===== config.mk =====
export PLATFORM = sky130hd
export DESIGN_NAME = bus_fault_capture
export DESIGN_NICKNAME = d
export VERILOG_FILES = /design/src/rtl/bfc_pkg.sv /design/src/rtl/bfc_sync_edge.sv /design/src/rtl/bfc_bus_sampler.sv /design/src/rtl/bfc_fault_reg.sv /design/src/rtl/bus_fault_capture.sv
export SDC_FILE = /design/constraint.sdc
export NUM_CORES = 1
export LEC_CHECK = 0
export CAP_MARGIN = 20
export CORE_ASPECT_RATIO = 1.75
export CORE_MARGIN = 2
export CORE_UTILIZATION = 43
export DETAILED_ROUTE_END_ITERATION = 10
export GPL_TIMING_DRIVEN = 1
export PLACE_DENSITY = 0.82
export REMOVE_ABC_BUFFERS = 1
export SETUP_SLACK_MARGIN = 0.1
export SLEW_MARGIN = 25
export SYNTH_ARGS = -nofsm -noshare
export SYNTH_HDL_FRONTEND = slang
export SYNTH_HIERARCHICAL = 1
export SYNTH_SLANG_ARGS = --single-unit

===== constraint.sdc =====
create_clock -name clk -period 1.7 [get_ports clk]
set_clock_uncertainty 0.2 [all_clocks]
set_input_delay 0.17 -clock clk [delete_from_list [all_inputs] [get_ports clk]]
set_output_delay 0.17 -clock clk [all_outputs]
set_load 0.05 [all_outputs]

===== src/rtl/bfc_pkg.sv =====
package bfc_pkg;
  localparam int FLT_W        = 16;
  localparam int NUM_SYS      = 2;
  localparam int SYNC_STAGES  = 2;

  localparam int BIT_PROT_CPU = 0;
  localparam int BIT_PROT_ALT = 1;
  localparam int BIT_PARITY   = 2;
  localparam int BIT_ADDR_MEM = 5;
  localparam int BIT_SYS0     = 7;
  localparam int BIT_ADDR_IO  = 8;
  localparam int BIT_SYS1_LO  = 13;
  localparam int BIT_SYS1_HI  = 15;

  localparam logic [FLT_W-1:0] ONE = FLT_W'(1);

  localparam logic [FLT_W-1:0] UNRECOV_MASK =
    (ONE << BIT_SYS1_LO) | (ONE << BIT_SYS1_HI);

  localparam logic [FLT_W-1:0] MAJOR_MASK =
    (ONE << BIT_PROT_CPU) | (ONE << BIT_PROT_ALT) | (ONE << BIT_PARITY) |
    (ONE << BIT_ADDR_MEM) | (ONE << BIT_SYS0) | (ONE << BIT_ADDR_IO);

  // bits set by each system fault line, indexed by line number
  function automatic logic [FLT_W-1:0] sys_bits(input int line);
    logic [FLT_W-1:0] m;
    m = '0;
    if (line == 0) m = ONE << BIT_SYS0;
    else           m = (ONE << BIT_SYS1_LO) | (ONE << BIT_SYS1_HI);
    return m;
  endfunction

  typedef struct packed {
    logic prot_n;
    logic par_n;
    logic addr_n;
    logic is_cpu;
    logic is_io;
  } bus_err_t;
endpackage


===== src/rtl/bfc_sync_edge.sv =====
module bfc_sync_edge #(
  parameter int STAGES = 2
) (
  input  logic clk,
  input  logic rst_n,
  input  logic async_in,
  output logic rise
);
  logic [STAGES-1:0] chain;
  logic              last_q;

  always_ff @(posedge clk or negedge rst_n) begin
    if (!rst_n) begin
      chain  <= '0;
      last_q <= 1'b0;
    end else begin
      chain[0] <= async_in;
      for (int i = 1; i < STAGES; i++) chain[i] <= chain[i-1];
      last_q <= chain[STAGES-1];
    end
  end

  assign rise = chain[STAGES-1] & ~last_q;


  single_pulse_chk: assert property (@(posedge clk) disable iff (!rst_n)
    rise |=> !rise);
endmodule


===== src/rtl/bfc_bus_sampler.sv =====
module bfc_bus_sampler
  import bfc_pkg::*;
#(
  parameter int W = FLT_W
) (
  input  logic         clk,
  input  logic         rst_n,
  input  logic         bus_busy,
  input  bus_err_t     errs,
  output logic         cycle_end,
  output logic [W-1:0] set_mask
);
  logic busy_d;

  always_ff @(posedge clk or negedge rst_n) begin
    if (!rst_n) busy_d <= 1'b0;
    else        busy_d <= bus_busy;
  end

  assign cycle_end = busy_d & ~bus_busy;

  always_comb begin
    set_mask = '0;
    if (cycle_end) begin
      if (!errs.prot_n) begin
        if (errs.is_cpu) set_mask[BIT_PROT_CPU] = 1'b1;
        else             set_mask[BIT_PROT_ALT] = 1'b1;
      end
      if (!errs.par_n) set_mask[BIT_PARITY] = 1'b1;
      if (!errs.addr_n) begin
        if (errs.is_io) set_mask[BIT_ADDR_IO]  = 1'b1;
        else            set_mask[BIT_ADDR_MEM] = 1'b1;
      end
    end
  end


  quiet_between_cycles_chk: assert property (@(posedge clk) disable iff (!rst_n)
    !(busy_d && !bus_busy) |-> (set_mask == '0));
endmodule


===== src/rtl/bfc_fault_reg.sv =====
module bfc_fault_reg #(
  parameter int W = 16
) (
  input  logic         clk,
  input  logic         rst_n,
  input  logic [W-1:0] set_mask,
  input  logic         clr_en,
  input  logic [W-1:0] clr_mask,
  output logic [W-1:0] q
);
  logic [W-1:0] clr_eff;

  assign clr_eff = clr_en ? clr_mask : '0;

  always_ff @(posedge clk or negedge rst_n) begin
    if (!rst_n) q <= '0;
    else        q <= (q & ~clr_eff) | set_mask;
  end

  for (genvar i = 0; i < W; i++) begin : g_chk

    sticky_bit_chk: assert property (@(posedge clk) disable iff (!rst_n)
      (q[i] && !(clr_en && clr_mask[i])) |=> q[i]);

    clear_bit_chk: assert property (@(posedge clk) disable iff (!rst_n)
      (clr_en && clr_mask[i] && !set_mask[i]) |=> !q[i]);

    set_wins_chk: assert property (@(posedge clk) disable iff (!rst_n)
      set_mask[i] |=> q[i]);
  end
endmodule


===== src/rtl/bus_fault_capture.sv =====
module bus_fault_capture
  import bfc_pkg::*;
(
  input  logic             clk,
  input  logic             rst_n,
  input  logic             bus_busy,
  input  logic             cyc_cpu,
  input  logic             cyc_io,
  input  logic             prot_err_n,
  input  logic             par_err_n,
  input  logic             addr_err_n,
  input  logic             sys_fault0,
  input  logic             sys_fault1,
  input  logic             clr_en,
  input  logic [FLT_W-1:0] clr_mask,
  output logic [FLT_W-1:0] fault_q,
  output logic             unrecov,
  output logic             major
);
  bus_err_t             errs;
  logic                 cycle_end;
  logic [FLT_W-1:0]     bus_set;
  logic [NUM_SYS-1:0]   sys_in;
  logic [NUM_SYS-1:0]   sys_rise;
  logic [FLT_W-1:0]     sys_set;
  logic [FLT_W-1:0]     set_all;

  assign errs   = '{prot_n: prot_err_n, par_n: par_err_n, addr_n: addr_err_n,
                    is_cpu: cyc_cpu, is_io: cyc_io};
  assign sys_in = {sys_fault1, sys_fault0};

  bfc_bus_sampler #(.W(FLT_W)) u_samp (
    .clk       (clk),
    .rst_n     (rst_n),
    .bus_busy  (bus_busy),
    .errs      (errs),
    .cycle_end (cycle_end),
    .set_mask  (bus_set)
  );

  for (genvar s = 0; s < NUM_SYS; s++) begin : g_sys
    bfc_sync_edge #(.STAGES(SYNC_STAGES)) u_sync (
      .clk      (clk),
      .rst_n    (rst_n),
      .async_in (sys_in[s]),
      .rise     (sys_rise[s])
    );
  end

  always_comb begin
    sys_set = '0;
    for (int s = 0; s < NUM_SYS; s++)
      if (sys_rise[s]) sys_set |= sys_bits(s);
  end

  assign set_all = bus_set | sys_set;

  bfc_fault_reg #(.W(FLT_W)) u_reg (
    .clk      (clk),
    .rst_n    (rst_n),
    .set_mask (set_all),
    .clr_en   (clr_en),
    .clr_mask (clr_mask),
    .q        (fault_q)
  );

  assign unrecov = |(fault_q & UNRECOV_MASK);
  assign major   = |(fault_q & MAJOR_MASK);


  prot_cpu_capture_chk: assert property (@(posedge clk) disable iff (!rst_n)
    (cycle_end && !prot_err_n && cyc_cpu) |=> fault_q[BIT_PROT_CPU]);

  addr_io_capture_chk: assert property (@(posedge clk) disable iff (!rst_n)
    (cycle_end && !addr_err_n && cyc_io) |=> fault_q[BIT_ADDR_IO]);

  sys1_pair_chk: assert property (@(posedge clk) disable iff (!rst_n)
    $rose(fault_q[BIT_SYS1_HI]) |-> fault_q[BIT_SYS1_LO]);

  no_cause_stable_chk: assert property (@(posedge clk) disable iff (!rst_n)
    (!cycle_end && sys_rise == '0 && !clr_en) |=> $stable(fault_q));
endmodule


==> impl_results.html <==
<table>
<tr><th>Metric</th><th>Value</th></tr>
<tr><th colspan="2">Worst setup path</th></tr>
<tr><td>Nature of the critical path startpoint</td><td>register</td></tr>
<tr><td>Setup slack of the most critical reg-to-reg path</td><td>0.45 ns</td></tr>
<tr><td>Slowest-stage cell, CP</td><td>sky130_fd_sc_hd__dfrtp_1</td></tr>
<tr><td>Number of cell instances on the worst register-to-register path</td><td>3</td></tr>
<tr><td>Capturing element type of the critical path</td><td>primary output</td></tr>
<tr><td>Critical register-to-register path endpoint</td><td>u_reg/q[15]</td></tr>
<tr><td>Chain of cells forming the critical path</td><td>nor4_2, nand2_1, buf_6</td></tr>
<tr><td>Data arrival time of the worst path</td><td>roughly 1.2 ns</td></tr>
<tr><td>Destination of the critical timing path</td><td>major</td></tr>
<tr><td>Worst Path Class, Setup</td><td>reg2out</td></tr>
<tr><td>Worst flop-to-flop path startpoint</td><td>g_sys[1].u_sync/chain[1]</td></tr>
<tr><td>Launching element of the worst setup path</td><td>u_reg/q[7]</td></tr>
<tr><td>Worst path required time</td><td>between 1 and 1.5 ns</td></tr>
<tr><td>Largest incremental delay on the critical path</td><td>about 0.4 ns</td></tr>
<tr><td>CP Max Fanout</td><td>2</td></tr>
<tr><th colspan="2">Final layout</th></tr>
<tr><td>Fraction of final layout cells sized beyond drive strength 1</td><td>a little over a quarter</td></tr>
<tr><td>Final design instance area without fill</td><td>around 1400 um^2</td></tr>
<tr><td>Area added between synthesis and finish</td><td>43.8%</td></tr>
<tr><td>Area taken by flip-flops and latches</td><td>576 um^2</td></tr>
<tr><td>ANT cells</td><td>0</td></tr>
<tr><td>Net total in the final layout</td><td>160</td></tr>
<tr><td>Area of combinational cells with multiple inputs</td><td>~350 um^2</td></tr>
<tr><td>Fraction of the core area covered by cells at the end of the flow</td><td>63.8%</td></tr>
<tr><td>Fill cell instance count of the final layout</td><td>between 150 and 200</td></tr>
<tr><th colspan="2">Power</th></tr>
<tr><td>Max IR drop VDD</td><td>about 630 uV</td></tr>
<tr><td>Leak pwr</td><td>between 0.6 and 0.7 nW</td></tr>
<tr><td>Combinational group share of total power</td><td>24.8%</td></tr>
<tr><td>Pwr per Cell Area</td><td>863 nW/um^2</td></tr>
<tr><td>Clock Power Share</td><td>~26%</td></tr>
<tr><td>Internal</td><td>roughly 880 uW</td></tr>
<tr><td>Switching Fraction</td><td>between 20 and 30%</td></tr>
<tr><td>Register share of total power</td><td>between 40% and 50%</td></tr>
<tr><td>Reported net switching power</td><td>approximately 350 uW</td></tr>
<tr><th colspan="2">Global route</th></tr>
<tr><td>Number of global-route vias before repair</td><td>~740</td></tr>
<tr><td>Overall overflow remaining after global route</td><td>0</td></tr>
<tr><td>Total global-route track usage</td><td>between 10% and 20%</td></tr>
<tr><td>Pin count of the biggest net entering global routing</td><td>24</td></tr>
<tr><td>Number of antenna violations at the first check in global routing</td><td>0</td></tr>
<tr><td>First-pass GRT wire length</td><td>just over 3 mm</td></tr>
<tr><th colspan="2">Die</th></tr>
<tr><td>Full die area</td><td>between 2000 and 3000 um^2</td></tr>
<tr><td>Die outline height</td><td>67.7 um</td></tr>
<tr><td>Initial Utilization</td><td>approximately 44%</td></tr>
<tr><td>I/O pin count</td><td>between 40 and 50</td></tr>
<tr><td>Standard-cell row count</td><td>23</td></tr>
<tr><td>Std-Cell Core Area</td><td>about 2200 um^2</td></tr>
<tr><td>Horizontal die dimension</td><td>40.4 um</td></tr>
<tr><th colspan="2">Clock tree</th></tr>
<tr><td>CTS sink count</td><td>23</td></tr>
<tr><td>Inserted Clock Buffers</td><td>3</td></tr>
<tr><td>Hold-fix buffers at CTS</td><td>0</td></tr>
<tr><td>CTS H-tree lvls</td><td>1</td></tr>
<tr><td>Clock latency on the worst-skew pair</td><td>approximately 0.25 ns</td></tr>
<tr><td>Clock tree from TritonCTS</td><td>done</td></tr>
<tr><td>Clk pin slew, worst setup/hold paths</td><td>0.08 ns</td></tr>
<tr><td>Root Driver</td><td>sky130_fd_sc_hd__clkbuf_8</td></tr>
<tr><td>CTS max path bufs</td><td>2</td></tr>
<tr><th colspan="2">Drt</th></tr>
<tr><td>WL/cell</td><td>around 12 um</td></tr>
<tr><td>Routed Wire Length</td><td>just under 2 mm</td></tr>
<tr><td>Via density per instance</td><td>4.58</td></tr>
<tr><td>Pre-antenna DRT Iters</td><td>4</td></tr>
<tr><td>Total via count in the routed design</td><td>roughly 700</td></tr>
<tr><td>Number of design-rule violations left by the first detailed-router iteration</td><td>3</td></tr>
<tr><td># DRC</td><td>0</td></tr>
<tr><td>Number of nets with antenna violations after routing</td><td>0</td></tr>
<tr><th colspan="2">Timing</th></tr>
<tr><td>Count of final setup violators</td><td>0</td></tr>
<tr><td>Final Hold Fails</td><td>0</td></tr>
<tr><td>Count of pins over their slew limit</td><td>0</td></tr>
<tr><td>RSZ-0062 raised after global routing</td><td>true</td></tr>
<tr><td>Setup total negative slack</td><td>0 ns</td></tr>
<tr><td>Post-layout minimum cycle time</td><td>1.56 ns</td></tr>
<tr><td>Ratio of final minimum period to clock period</td><td>between 90% and 100%</td></tr>
<tr><td>Maximum achievable frequency</td><td>between 0.6 and 0.7 GHz</td></tr>
<tr><th colspan="2">Min path</th></tr>
<tr><td>Class of the tightest hold or removal check</td><td>in2async</td></tr>
<tr><th colspan="2">Placement</th></tr>
<tr><td>Count of input and output buffers</td><td>44</td></tr>
<tr><td>Post-detailed-placement cell area</td><td>around 1400 um^2</td></tr>
<tr><td>HPWL Detailed</td><td>around 1.5 mm</td></tr>
<tr><td>Routability-driven placement congestion ratio</td><td>roughly 0.7</td></tr>
<tr><th colspan="2">Yosys</th></tr>
<tr><td>Cell count after synthesis</td><td>between 80 and 90</td></tr>
<tr><td>Synth warnings</td><td>6</td></tr>
<tr><td>Netlist area before placement</td><td>between 900 and 1000 um^2</td></tr>
<tr><td>Post-Syn Area per Cell</td><td>12.0 um^2</td></tr>
<tr><th colspan="2">Run status</th></tr>
<tr><td>Result of the run</td><td>finished, final reports clean</td></tr>
<tr><th colspan="2">Job</th></tr>
<tr><td>Number of maximum-capacitance violations</td><td>0</td></tr>
</table>
-- critical path, delay by kind of cell (launching register included) --
family,cells,cell delay (ns)
flops,1,0.40
simple gates,2,0.37
buf+inv,1,0.16
-- registers in the layout (all words and copies together), names as in the netlist --
name,cells
g_sys.u_sync/last_q,2
u_reg/q,16
u_samp/busy_d,1
g_sys.u_sync/chain,4
-- per-layer routing --
| metal | vias to the layer above | wire length [um] | global-route usage [%] |
|---|---|---|---|
| li1 | 352 | - | - |
| met1 | 345 | 623 | 14.6 |
| met2 | 20 | 1220 | 32.9 |
| met3 | 2 | 80 | 2.96 |
| met4 | 0 | 22 | 7.50 |
| met5 | - | 0 | 0 |
-- power groups by stage --
stage | logic [mW] | clock network (mW) | registers, mW
floorplan | 0.0530 | 0 | 0.721
global placement | 0.294 | 0 | 0.619
detailed placement | 0.300 | 0 | 0.621
CTS | 0.309 | 0.340 | 0.610
global route | 0.324 | 0.368 | 0.616
finish | 0.306 | 0.319 | 0.610
-- cell usage in the layout, fill, tap and decap left out, drive strengths merged --
| cell type | count |
|---|---|
| dfrtp | 23 |
| nand2 | 17 |
| clkdlybuf4s50 | 26 |
| nor4b | 2 |
| nor3b | 1 |
| and4bb | 2 |
| a21o | 16 |
| buf | 22 |
| nor2b | 2 |
| or2 | 4 |
| nor2 | 1 |
| nor4 | 1 |
| conb | 11 |
| clkbuf | 3 |
| clkinv | 1 |
-- worst min-delay path by stage --
stage / start / to / slack [ns] / cells after the start
CTS: rst_n / u_reg/q[7] / 0.07 / 2
global placement: g_sys[0].u_sync/chain[0] / g_sys[0].u_sync/chain[1] / 0.13 / 0
detailed placement: g_sys[0].u_sync/chain[0] / g_sys[0].u_sync/chain[1] / 0.14 / 0
global route: rst_n / u_reg/q[15] / 0.07 / 2
finish: rst_n / u_reg/q[15] / 0.06 / 2
floorplan: rst_n / g_sys[0].u_sync/chain[0] / -0.33 / 0
-- cell type report --
class	count	area share, %
Clock buffer	3	2.88
Clock inverter	1	0.349
Multi-Input combinational cell	57	24.5
Sequential cell	23	40.2
Tap cell	25	2.18
Timing Repair Buffer	48	30.0
-- timing repair --
item / 4_1_cts / 5_1_grt
pin swaps: 1 / 0
endpoints found under the hold margin: 0 / 0
resized for setup: 2 / 0
buffers inserted: 2 / 0
setup endpoints to repair: 1 / 1
-- through the flow --
| stage | total power [mW] | worst slack [ns] | instances | hold WS [ns] |
|---|---|---|---|---|
| global placement | 0.913 | 0.255 | 151 | 0.131 |
| detailed placement | 0.921 | 0.216 | 151 | 0.136 |
| finish | 1.24 | 0.141 | 157 | 0.0609 |
| floorplan | 0.774 | 0.127 | 80 | -0.326 |
| CTS | 1.26 | 0.113 | 157 | 0.0714 |
| global route | 1.31 | 0.0776 | 157 | 0.0749 |
Note: power is estimated with default switching activity, not from simulation.
